`config.mk`:
```
export PLATFORM = sky130hd
export DESIGN_NAME = frac_step_div
export DESIGN_NICKNAME = d
export VERILOG_FILES = /design/src/rtl/fsd_pkg.sv /design/src/rtl/fsd_decode.sv /design/src/rtl/fsd_accum.sv /design/src/rtl/fsd_counter.sv /design/src/rtl/frac_step_div.sv
export SDC_FILE = /design/constraint.sdc
export NUM_CORES = 1
export LEC_CHECK = 0
export CORE_MARGIN = 5
export CORE_UTILIZATION = 35
export DETAILED_ROUTE_END_ITERATION = 6
export SETUP_SLACK_MARGIN = 0.4
export SLEW_MARGIN = 40
export SYNTH_ARGS = -nofsm -noshare
export SYNTH_HDL_FRONTEND = slang
export SYNTH_SLANG_ARGS = --single-unit
```
`constraint.sdc`:
```
create_clock -name clk_i -period 6.45 [get_ports clk_i]
set_input_delay 1.935 -clock clk_i [delete_from_list [all_inputs] [get_ports clk_i]]
set_output_delay 1.935 -clock clk_i [all_outputs]
set_load 0.02 [all_outputs]
```
`src/rtl/fsd_pkg.sv`:
```
package fsd_pkg;
  // how the raw divisor was interpreted
  typedef enum logic [1:0] {
    DM_PLAIN = 2'd0,
    DM_WRAP  = 2'd1,  // integer 0 -> full range
    DM_CLAMP = 2'd2   // integer 0 with fraction -> 1.0
  } div_mode_e;
endpackage

```
`src/rtl/fsd_decode.sv`:
```
module fsd_decode
  import fsd_pkg::*;
#(
  parameter int INT_W  = 16,
  parameter int FRAC_W = 8,
  localparam int CNT_W = INT_W + 1
) (
  input  logic [INT_W-1:0]  div_int_i,
  input  logic [FRAC_W-1:0] div_frac_i,
  output logic [CNT_W-1:0]  int_eff_o,
  output logic [FRAC_W-1:0] frac_eff_o,
  output div_mode_e         mode_o
);
  always_comb begin
    if (div_int_i != '0) mode_o = DM_PLAIN;
    else if (div_frac_i == '0) mode_o = DM_WRAP;
    else mode_o = DM_CLAMP;
  end

  always_comb begin
    unique case (mode_o)
      DM_WRAP: begin
        int_eff_o  = {1'b1, {INT_W{1'b0}}};
        frac_eff_o = '0;
      end
      DM_CLAMP: begin
        int_eff_o  = CNT_W'(1);
        frac_eff_o = '0;
      end
      default: begin
        int_eff_o  = {1'b0, div_int_i};
        frac_eff_o = div_frac_i;
      end
    endcase
  end

  // a clamped divisor carries no fraction
  always_comb begin
    a_r7_clamp_no_frac: assert (!(mode_o == DM_CLAMP) || (frac_eff_o == '0 && int_eff_o == CNT_W'(1)));
  end
endmodule

```
`src/rtl/fsd_accum.sv`:
```
module fsd_accum #(
  parameter int FRAC_W = 8
) (
  input  logic              clk_i,
  input  logic              rst_ni,
  input  logic              clear_i,
  input  logic              load_i,
  input  logic [FRAC_W-1:0] frac_i,
  output logic              carry_o
);
  logic [FRAC_W-1:0] acc_q;
  logic [FRAC_W:0]   sum;

  assign sum     = {1'b0, acc_q} + {1'b0, frac_i};
  assign carry_o = sum[FRAC_W];

  always_ff @(posedge clk_i or negedge rst_ni) begin
    if (!rst_ni)      acc_q <= '0;
    else if (clear_i) acc_q <= '0;
    else if (load_i)  acc_q <= sum[FRAC_W-1:0];
  end

  // restart leaves a zero accumulator
  a_r8_acc_cleared: assert property (@(posedge clk_i) disable iff (!rst_ni)
    clear_i |=> acc_q == '0);
  // no period load, no accumulator change
  a_r9_acc_hold: assert property (@(posedge clk_i) disable iff (!rst_ni)
    (!clear_i && !load_i) |=> $stable(acc_q));
endmodule

```
`src/rtl/fsd_counter.sv`:
```
module fsd_counter #(
  parameter int INT_W = 16,
  localparam int CNT_W = INT_W + 1
) (
  input  logic             clk_i,
  input  logic             rst_ni,
  input  logic             clear_i,
  input  logic             run_i,
  input  logic [CNT_W-1:0] int_eff_i,
  input  logic             carry_i,
  output logic             zero_o
);
  localparam logic [CNT_W-1:0] MAX_CNT = {1'b1, {INT_W{1'b0}}};

  logic [CNT_W-1:0] cnt_q;
  logic [CNT_W-1:0] reload;

  // remaining cycles after this pulse, lengthened by the carry
  assign reload = int_eff_i - CNT_W'(1) + {{INT_W{1'b0}}, carry_i};
  assign zero_o = (cnt_q == '0);

  always_ff @(posedge clk_i or negedge rst_ni) begin
    if (!rst_ni)      cnt_q <= '0;
    else if (clear_i) cnt_q <= '0;
    else if (run_i) begin
      if (zero_o) cnt_q <= reload;
      else        cnt_q <= cnt_q - CNT_W'(1);
    end
  end

  // count never exceeds the full-range period
  a_r6_cnt_range: assert property (@(posedge clk_i) disable iff (!rst_ni)
    cnt_q <= MAX_CNT);
  // held while stopped
  a_r9_cnt_hold: assert property (@(posedge clk_i) disable iff (!rst_ni)
    (!clear_i && !run_i) |=> $stable(cnt_q));
  // a running count steps down by one
  a_r2_cnt_down: assert property (@(posedge clk_i) disable iff (!rst_ni)
    (!clear_i && run_i && cnt_q != '0) |=> cnt_q == $past(cnt_q) - CNT_W'(1));
  // restart returns to phase zero
  a_r8_cnt_cleared: assert property (@(posedge clk_i) disable iff (!rst_ni)
    clear_i |=> cnt_q == '0);
endmodule

```
`src/rtl/frac_step_div.sv`:
```
module frac_step_div
  import fsd_pkg::*;
#(
  parameter int INT_W  = 16,
  parameter int FRAC_W = 8
) (
  input  logic              clk_i,
  input  logic              rst_ni,
  input  logic [INT_W-1:0]  div_int_i,
  input  logic [FRAC_W-1:0] div_frac_i,
  input  logic              en_i,
  input  logic              restart_i,
  output logic              step_o
);
  localparam int CNT_W = INT_W + 1;

  logic [CNT_W-1:0]  int_eff;
  logic [FRAC_W-1:0] frac_eff;
  div_mode_e         mode;
  logic              carry;
  logic              zero;
  logic              run;

  assign run    = en_i && !restart_i;
  assign step_o = run && zero;

  fsd_decode #(.INT_W(INT_W), .FRAC_W(FRAC_W)) u_decode (
    .div_int_i (div_int_i),
    .div_frac_i(div_frac_i),
    .int_eff_o (int_eff),
    .frac_eff_o(frac_eff),
    .mode_o    (mode)
  );

  fsd_accum #(.FRAC_W(FRAC_W)) u_accum (
    .clk_i  (clk_i),
    .rst_ni (rst_ni),
    .clear_i(restart_i),
    .load_i (step_o),
    .frac_i (frac_eff),
    .carry_o(carry)
  );

  fsd_counter #(.INT_W(INT_W)) u_counter (
    .clk_i    (clk_i),
    .rst_ni   (rst_ni),
    .clear_i  (restart_i),
    .run_i    (run),
    .int_eff_i(int_eff),
    .carry_i  (carry),
    .zero_o   (zero)
  );

  // no pulse under restart
  a_r10_restart_quiet: assert property (@(posedge clk_i) disable iff (!rst_ni)
    restart_i |-> !step_o);
  // no pulse while disabled
  a_r9_no_step_off: assert property (@(posedge clk_i) disable iff (!rst_ni)
    !en_i |-> !step_o);
  // first enabled cycle after restart pulses
  a_r8_restart_phase: assert property (@(posedge clk_i) disable iff (!rst_ni)
    (restart_i ##1 (en_i && !restart_i)) |-> step_o);
  // unity divisor pulses on back-to-back cycles
  a_r5_unity: assert property (@(posedge clk_i) disable iff (!rst_ni)
    (step_o && (mode == DM_CLAMP || (div_int_i == INT_W'(1) && div_frac_i == '0)))
      ##1 (en_i && !restart_i) |-> step_o);
endmodule

```
## Word level (Yosys, flattened, before mapping)

Index checks and enable logic that the tools add are counted.

| operators by class | value |
|---|---|
| add/subtract/negate cells | 4 |
| equality and inequality tests | 2 |
| multiplexer cells | 9 |
| reductions and logical operators | 9 |

Operators by type and width:

| kind | count |
|---|---|
| 17-bit 2-to-1 mux | 3 |
| 17-bit one-hot mux with 2 select lines | 1 |
| 17-bit by 1-bit subtractor with 17-bit output (second input constant) | 2 |
| 8-bit 2-to-1 mux | 3 |
| 17-bit by 1-bit adder with 17-bit output | 1 |
| 17-bit zero test | 1 |
| 16-bit nonzero test | 1 |
| 8-bit by 8-bit adder with 9-bit output | 1 |
| 8-bit zero test | 1 |
| 2-bit 2-to-1 mux | 2 |
| 2-bit nonzero test | 2 |
| 2-bit by 1-bit equality test with 1-bit output (second input constant) | 1 |
| 2-bit equality test (second input constant) | 1 |
| 1-bit logical AND | 2 |
| 2-bit OR reduction | 1 |
| 1-bit zero test | 1 |

| storage, ports and cells | value |
|---|---|
| bits in registers | 25 |
| input bits | 28 |
| output and inout bits | 1 |
| logic and storage cells | 26 |

## Depth between registers and ports, before layout

Gate-level depths: netlist (run 1).

| depth | value |
|---|---|
| depth after elaboration | 11 |
| gate-level depth with buffers | 21 |
| depth with buffers taken out | 19 |

## Cells and area by module

A second synthesis (run 1) with hierarchy kept.

| second synthesis, totals | value |
|---|---|
| cell total of the unflattened synthesis | 294 |
| area total of the unflattened synthesis | 2,416.1 um^2 |

By module, submodules not included:

| module | times used | cells an instance | area each (um^2) | sequential area each (um^2) |
|---|---|---|---|---|
| fsd_counter | 1 | 179 | 1,481.4 | 425.4 |
| fsd_accum | 1 | 77 | 695.7 | 200.2 |
| fsd_decode | 1 | 36 | 224.0 | 0.0 |
| frac_step_div | 1 | 2 | 15.0 | 0.0 |

## Least setup slack after synthesis (run 1)

No wires, ideal clock.

| timing | value |
|---|---|
| kind | input to register |
| start point | in div_int_i[7] |
| end point | reg u_counter.cnt_q[13] |
| setup time | 0.130 ns |
| data arrival time | 6.187 ns |
| data required time | 6.320 ns |
| path slack | 0.133 ns |
| stages on the path | 20 |
| path buffers | 2 |
| cell sequence | or4_2 > buf_4 > nor2_1 > nand3_1 > and2_1 > ha_1 > inv_1 > fa_1 > nor2b_1 > o31a_1 > o21ai_0 > a21oi_1 > a211oi_1 > ha_1 > or4b_4 > buf_6 > or4_4 > nor4_4 > mux2i_1 > o31ai_2 |

| on the way | value |
|---|---|
| word-level cells in the longest chain between the ends | 10 |
| elaborated cells on any way between the ends | 13 |
| classes of those cells | add/sub: 3; eq/ne: 2; mux: 6; reduce/logical: 2 |

Ends and longest elaborated chain:

| what | line | source |
|---|---|---|
| start, declared | frac_step_div.sv:9 | `input logic [INT_W-1:0] div_int_i,` |
| branches (longest 6 deep; another with 17-bit by 1-bit subtractor with 17-bit output) | - |  |
| 17-bit by 1-bit adder with 17-bit output * | fsd_counter.sv:19 | `assign reload = int_eff_i - CNT_W'(1) + {{INT_W{1'b0}}, carry_i};` |
| 17-bit 2-to-1 mux * | fsd_counter.sv:26 | `if (zero_o) cnt_q <= reload;` |
| 17-bit 2-to-1 mux * | fsd_counter.sv:25 | `else if (run_i) begin` |
| 17-bit 2-to-1 mux * | fsd_counter.sv:24 | `else if (clear_i) cnt_q <= '0;` |
| end signal, assigned | fsd_counter.sv:26 |  |
| end signal, assigned | fsd_counter.sv:27 | `else cnt_q <= cnt_q - CNT_W'(1);` |
| end, declared | fsd_counter.sv:15 | `logic [CNT_W-1:0] cnt_q;` |

Mark *: on every way between the ends. The select of a mux whose other input is x is not followed.
A chain may end at the register's enable or synchronous reset.

## Worst setup path in the final report (run 1)

| timing | value |
|---|---|
| start point | in div_int_i[3] |
| end point | reg u_counter.cnt_q[13] |

Same word-level chain as after synthesis.

==> results.md, run 1 <==
- Status: finished, final reports clean
- DR WL/cell: 15.6 microns
- Worst slew pin tran: 839 ps
- MaxCap Viol Count: 0
- Final GP Congestion: 0.916
- Slew HR: 43.5%
- First-pass GRT wire length: 9720 microns
- Critical path buffers and inverters: 2
- Initial cell density of the core: 35.3%
- Via density: 5.46
- EDFF count, synth: 0
- Hold_buf cts: 0
- Syn Inst Count: 257
- Final period util: 90.8%
- FF-to-FF End: u_counter.cnt_q[13]$_DFFE_PN0P_
- Avg Cell Area, Syn: 8.57 sq um
- Final WL: 6020 microns
- IO buf count: 28
- Synthesized net count: 297
- Setup crit start: div_int_i[3]
- FF+latch count, synth: 25
- Critical path's most frequent cell: or4_4
- Crit path time final: 5860 ps
- GRT Total Usage: 15.6%
- DP Cell Count: 378
- Vias in the first global route: 2,037
- Mapped Area: 2200 sq um
- R2r startpoint: u_accum.acc_q[0]$_DFFE_PN0P_
- Core area: 6240 sq um
- R2R Setup Slk: 2960 ps
- Max frequency: 171 MHz
- Drt pass-1 iters: 4
- Crit path DAT: 6020 ps
- Diodes inserted: 0
- CTS sink count: 25
- Area grow syn2layout: 31.0%
- Asr flop ratio synth: 100%
- Starting DRT DRC Count: 101
- Crit Path Max Fanout: 4
- Seq/Total Area, Yosys: 28.4%
- Global route overflow: 0
- Die area: 7980 sq um
- Core Util, Final: 46.3%
- Critical path launch point type: input pin
- Hold_ws: 528 ps
- PD cells: 328 nW/um^2
- Crit-path cells: clkbuf_2 > or4_4 > nor3_4 > nand3_2 > and2_4 > ha_4 > inv_2 > fa_2 > nor2b_2 > o31a_1 > o21ai_2 > a21oi_2 > a211oi_2 > ha_2 > or4b_4 > or4_4 > nor4_4 > mux2i_1 > o31ai_2
- Unique masters post-synth: 58
- Lkg Pwr: 1.25 nW
- Hold Path Sink: u_counter.cnt_q[12]$_DFFE_PN0P_
- RSZ-0062 raised after global routing: no
- # rows: 29
- Slew Viols, Final: 0
- Cts bufs inserted: 3
- Setup crit end kind: flop
- Min-delay worst type: flop to flop
- Critical setup path kind: input pin to flop
- Clk_lat worst skew: 280 ps
- H-tree levels: 1
- Fraction of layout cells with a size suffix above 1: 21.7%
- Layout Nets: 350
- Bufs on Longest Clock Path: 2
- Final setup vio count: 0
- Fin cells: 386
- HPWL after DPL: 4600 microns
- Hold path startpoint: u_counter.cnt_q[12]$_DFFE_PN0P_
- Power, Total: 0.947 mW
- Depth of the most critical reg-to-reg path: 14
- Die width: 89.3 microns
- Crit-path max cell delay: 550 ps
- Final Hold Viols: 0
- CP top delay family: simple AND/OR/NAND/NOR gates
- Setup_tns: 0 ps
- Ys flop type: dfrtp_1
- Clk_skew: 4.40 ps
- Clk root buf: clkbuf_8
- Final ANT Viol Nets: 0
- Required time of the critical path: 6610 ps
- I/O pins: 29
- Initial antenna violation count: 0
- Yosys synthesis warning count: 0
- CTS tree: yes
- VDD IR max: 153 uV
- Vias post-DR: 2,106
- Die height: 89.3 microns
- # fillers: 644
- Worst-path clk slew: 100 ps
- WHS Path Cells: 1
- Critical-path top delay cell: or4_4
- DRC errors left: 0
- Largest net degree at the start of global routing: 27
[per-stage QoR]
stage	instance area, sq um	worst slack, ps
final	2890	592
after global routing	2890	401
after CTS	2800	390
after detailed placement	2740	-126
after global placement	2740	-23.4
after floorplan	2250	367
[synth_stat cells (6+ instances only)]
cell       n  area [sq um]
a21oi_1   11          55.1
and2_1     7          43.8
dfrtp_1   25           626
ha_1      11           138
inv_1     12          45.0
mux2i_1    9          90.1
nand2_1   18          67.6
nand3b_1   8          60.1
nor2_1    20          75.1
nor3_1    12          60.1
nor4_1    10          62.6
o21ai_0   19          95.1
or4_1      6          45.0
xnor2_1    9          78.8
xor2_1    10          87.6
[worst max-delay path by stage]
| stage | to | slack (ps) | depth (start not counted) |
|---|---|---|---|
| after floorplan | u_counter.cnt_q[13]$_DFFE_PN0P_ | 370 | 19 |
| after global placement | u_counter.cnt_q[13]$_DFFE_PN0P_ | -20 | 19 |
| after detailed placement | u_counter.cnt_q[13]$_DFFE_PN0P_ | -130 | 19 |
| after CTS | u_counter.cnt_q[13]$_DFFE_PN0P_ | 390 | 19 |
| after global routing | u_counter.cnt_q[13]$_DFFE_PN0P_ | 400 | 19 |
| final | u_counter.cnt_q[13]$_DFFE_PN0P_ | 590 | 19 |
[flip-flops by register name (all words and copies together), names as in the netlist]
name,cells
u_accum.acc_q,8
u_counter.cnt_q,17
[cells by family after synthesis]
logic type / after synthesis / synth area share (%)
adder cells (fa/ha/maj): 12 / 7.15
AO/OA/AOI/OAI: 52 / 14.7
flip-flops: 25 / 28.4
AND/OR/NAND/NOR: 117 / 32.1
multiplexers: 10 / 4.60
buffers and inverters: 22 / 5.51
XOR/XNOR: 19 / 7.55
[cell type report]
type	count	area [sq um]	share of cell area (%)
flip-flops and latches	25	626	21.7
repair buffers	58	518	17.9
clock buffers	3	41.3	1.43
inverters	12	45.0	1.56
multi-input cells	210	1550	53.8
clock inverters	1	7.51	0.260
well taps	77	96.3	3.34
[placed cells by master, fill, tap and decap left out, types with 3 or more instances in the layout]
cell type,n
a211oi_1,3
a21oi_1,10
and2_1,5
buf_4,30
clkbuf_8,3
clkdlybuf4s50_1,17
dfrtp_1,25
dlymetal6s2s_1,9
ha_1,8
inv_1,11
mux2i_1,9
nand2_1,18
nand3_1,3
nand3b_1,8
nand4_1,3
nor2_1,18
nor2b_1,3
nor3_1,11
nor4_1,10
o21ai_0,18
or4_1,6
or4_4,3
xnor2_1,9
xor2_1,10
[where the power goes]
part           leakage (nW)  total, mW  internal, mW  switching [mW]
registers             0.340      0.272         0.209          0.0638
clock network        0.0217      0.101        0.0439          0.0570
logic                 0.893      0.574         0.251           0.323
[repair_timing]
action	4_1_cts	5_1_grt
buffers inserted	0	4
endpoints found under the setup margin	7	10
cloned	0	0
pin swaps	5	16
resized for setup	2	23
[routing by layer]
layer | track usage, % | wire, microns | vias up | share of wire [%]
met3 | 2.76 | 311 | 15 | 5.2
met4 | 5.68 | 175 | 0 | 2.9
met1 | 21.1 | 2720 | 992 | 45
li1 | - | - | 1042 | -
met5 | 0 | 0 | - | 0
met2 | 24.9 | 2810 | 57 | 47
Note: power is estimated with default switching activity, not from simulation.
==> run 2, diff against run 1 <==
PLACE_DENSITY = 0.61   (was default)
SETUP_SLACK_MARGIN = 0.1   (was 0.4)
==> run 2 against run 1 <==
Combinational power down 3%. Register-to-register slack better by 140 ps. Design area down 2.7%. Die area unchanged. Critical path type unchanged. Largest power group unchanged.
==> results.md, run 2 (synthesized netlist as in run 1, its figures left out) <==
- Status: finished, final reports clean (unchanged)
- IO buf count: 28 (unchanged)
- CTS sink count: 25 (unchanged)
- # fillers: 630 (was 644)
- Crit path time final: 6040 ps (was 5860 ps)
- Postcts setup bufs: 0 (unchanged)
- Layout Nets: 350 (unchanged)
- Starting DRT DRC Count: 94 (was 101)
- Largest net degree at the start of global routing: 27 (unchanged)
- Clk_skew: 3.27 ps (was 4.40 ps)
- Grt met1 use: 20.2% (was 21.1%)
- Final ANT Viol Nets: 0 (unchanged)
- Lkg Pwr: 1.16 nW (was 1.25 nW)
- Vias in the first global route: 2,113 (was 2,037)
- Reg with most FFs: u_counter.cnt_q (unchanged)
- DRC errors left: 0 (unchanged)
- Vias post-DR: 2,093 (was 2,106)
- Most frequent cells in the layout: buf_4 (30), clkdlybuf4s50_1 (28), dfrtp_1 (25) (was buf_4 (30), dfrtp_1 (25), nand2_1 (18), nor2_1 (18), o21ai_0 (18))
- Worst Setup Slack, final: 413 ps (was 592 ps)
- Core area: 6240 sq um (unchanged)
- Crit-path max cell delay: 560 ps (was 550 ps)
- Final setup vio count: 0 (unchanged)
- Die area: 7980 sq um (unchanged)
- CP top delay family: simple AND/OR/NAND/NOR gates (unchanged)
- Critical path buffers and inverters: 2 (unchanged)
- Diodes inserted: 0 (unchanged)
- Worst-path clk slew: 90 ps (was 100 ps)
- Hold_ws: 523 ps (was 528 ps)
- Placed Area: 2730 sq um (was 2740 sq um)
- Required time of the critical path: 6610 ps (about the same)
- Slew Viols, Final: 0 (unchanged)
- Commonest non-fill, non-tap cell in the layout: buf_4 (unchanged)
- Area grow syn2layout: 27.5% (was 31.0%)
- RSZ-0062 raised after global routing: no (unchanged)
- Final WL: 5740 microns (was 6020 microns)
- H-tree levels: 1 (unchanged)
- Drt pass-1 iters: 4 (unchanged)
- Clk root buf: clkbuf_8 (unchanged)
- Max frequency: 166 MHz (was 171 MHz)
- Clk_lat worst skew: 280 ps (about the same)
- Global route overflow: 0 (unchanged)
- Final GP Congestion: 0.890 (was 0.916)
- Met3 usage: 1.29% (was 2.76%)
- Busiest layer in global routing: met2 (unchanged)
- Core Util, Final: 45.0% (was 46.3%)
- CTS tree: yes (unchanged)
- GRT Total Usage: 15.4% (was 15.6%)
- MaxCap Viol Count: 0 (unchanged)
- Min-delay worst type: flop to flop (unchanged)
- Slew HR: 60.1% (was 43.5%)
- Setup crit end kind: flop (unchanged)
- I/O pins: 29 (unchanged)
- Final Hold Viols: 0 (unchanged)
- Critical setup path kind: input pin to flop (unchanged)
- Fraction of layout cells with a size suffix above 1: 17.2% (was 21.7%)
- Via density: 5.42 (was 5.46)
- Die height: 89.3 microns (unchanged)
- First-pass GRT wire length: 9740 microns (was 9720 microns)
- Crit-path cells: clkdlybuf4s50_1 > or4_4 > nor3_4 > nand3_2 > and2_1 > ha_1 > inv_1 > fa_1 > nor2b_1 > o31a_1 > o21ai_2 > a21oi_1 > a211oi_1 > ha_2 > or4b_4 > or4_4 > nor4_4 > mux2i_1 > o31ai_2 (was clkbuf_2 > or4_4 > nor3_4 > nand3_2 > and2_4 > ha_4 > inv_2 > fa_2 > nor2b_2 > o31a_1 > o21ai_2 > a21oi_2 > a211oi_2 > ha_2 > or4b_4 > or4_4 > nor4_4 > mux2i_1 > o31ai_2)
- Top flop regs: u_counter.cnt_q (17), u_accum.acc_q (8) (unchanged)
- DR WL/cell: 14.9 microns (was 15.6 microns)
- HPWL after DPL: 4500 microns (was 4600 microns)
- Final period util: 93.6% (was 90.8%)
- Crit path DAT: 6200 ps (was 6020 ps)
- Die width: 89.3 microns (unchanged)
- Initial antenna violation count: 0 (unchanged)
- Dpl ws: -339 ps (was -126 ps)
- PD cells: 330 nW/um^2 (was 328 nW/um^2)
- Bufs on Longest Clock Path: 2 (unchanged)
- Hold_buf cts: 0 (unchanged)
- Worst slew pin tran: 596 ps (was 839 ps)
- VDD IR max: 160 uV (was 153 uV)
- Critical-path top delay cell: or4_4 (unchanged)
- Crit Path Max Fanout: 5 (was 4)
- Post-route cell area: 2810 sq um (was 2890 sq um)
- Critical path's most frequent cell: or4_4 (unchanged)
- Max FFs per register: 17 (unchanged)
- Cts bufs inserted: 3 (unchanged)
- # rows: 29 (unchanged)
- Global-route track usage on met2: 27.5% (was 24.9%)
- Critical path launch point type: input pin (unchanged)
- Initial cell density of the core: 35.3% (unchanged)
run 2: cell type report:
| cell class | instances | area [sq um] | share of cell area (%) |
|---|---|---|---|
| clock buffer | 4 | 45.0 | 1.60 |
| inverter | 12 | 45.0 | 1.60 |
| multi-input combinational | 210 | 1490 | 53.1 |
| sequential | 25 | 626 | 22.3 |
| tap | 77 | 96.3 | 3.43 |
| timing repair buffer | 58 | 505 | 18.0 |
run 2: stage by stage:
stage	setup TNS [ps]	std cells	total power, mW
2_1_floorplan	0	257	0.690
3_3_place_gp	-1920	382	0.815
3_5_place_dp	-3000	382	0.822
4_1_cts	0	386	0.925
5_1_grt	0	386	1.01
6_report	0	386	0.927
run 2: final timing paths:
path | startpoint | end | slack (ps) | cells after the start
setup reg to reg | u_accum.acc_q[0]$_DFFE_PN0P_ | u_counter.cnt_q[13]$_DFFE_PN0P_ | 3100 | 14
hold reg to reg | u_accum.acc_q[4]$_DFFE_PN0P_ | u_accum.acc_q[4]$_DFFE_PN0P_ | 520 | 2
setup / recovery | div_int_i[3] | u_counter.cnt_q[13]$_DFFE_PN0P_ | 410 | 19
hold / removal | u_accum.acc_q[4]$_DFFE_PN0P_ | u_accum.acc_q[4]$_DFFE_PN0P_ | 520 | 2
min in group asynchronous | rst_ni | u_counter.cnt_q[1]$_DFFE_PN0P_ | 2030 | 2
max in group asynchronous | rst_ni | u_counter.cnt_q[8]$_DFFE_PN0P_ | 4170 | 2
run 2: report_power, final:
group | internal, mW | switching, mW
combinational | 0.244 | 0.312
clock | 0.0444 | 0.0540
sequential | 0.209 | 0.0637
run 2: per-layer routing:
| metal | vias to the layer above | wire [microns] |
|---|---|---|
| met3 | 6 | 164 |
| li1 | 1044 | - |
| met5 | - | 0 |
| met4 | 0 | 48 |
| met1 | 1006 | 2660 |
| met2 | 37 | 2870 |
run 2: tightest hold or removal path, cell delays in order (launching register included):
cell and delay, ps:
dfrtp_1 360, nand3b_1 70, nand2_1 60
run 2: timing repair:
item | 4_1_cts | 5_1_grt
endpoints found under the setup margin | 11 | 11
resized for setup | 7 | 3
cloned | 0 | 0
pin swaps | 1 | 3
==> run 3, diff against run 2 <==
ABC_CLOCK_PERIOD_IN_PS = 6450   (was default)
==> results of run 3 <==
Final layout, timing and power as in run 2 (identical DEF).
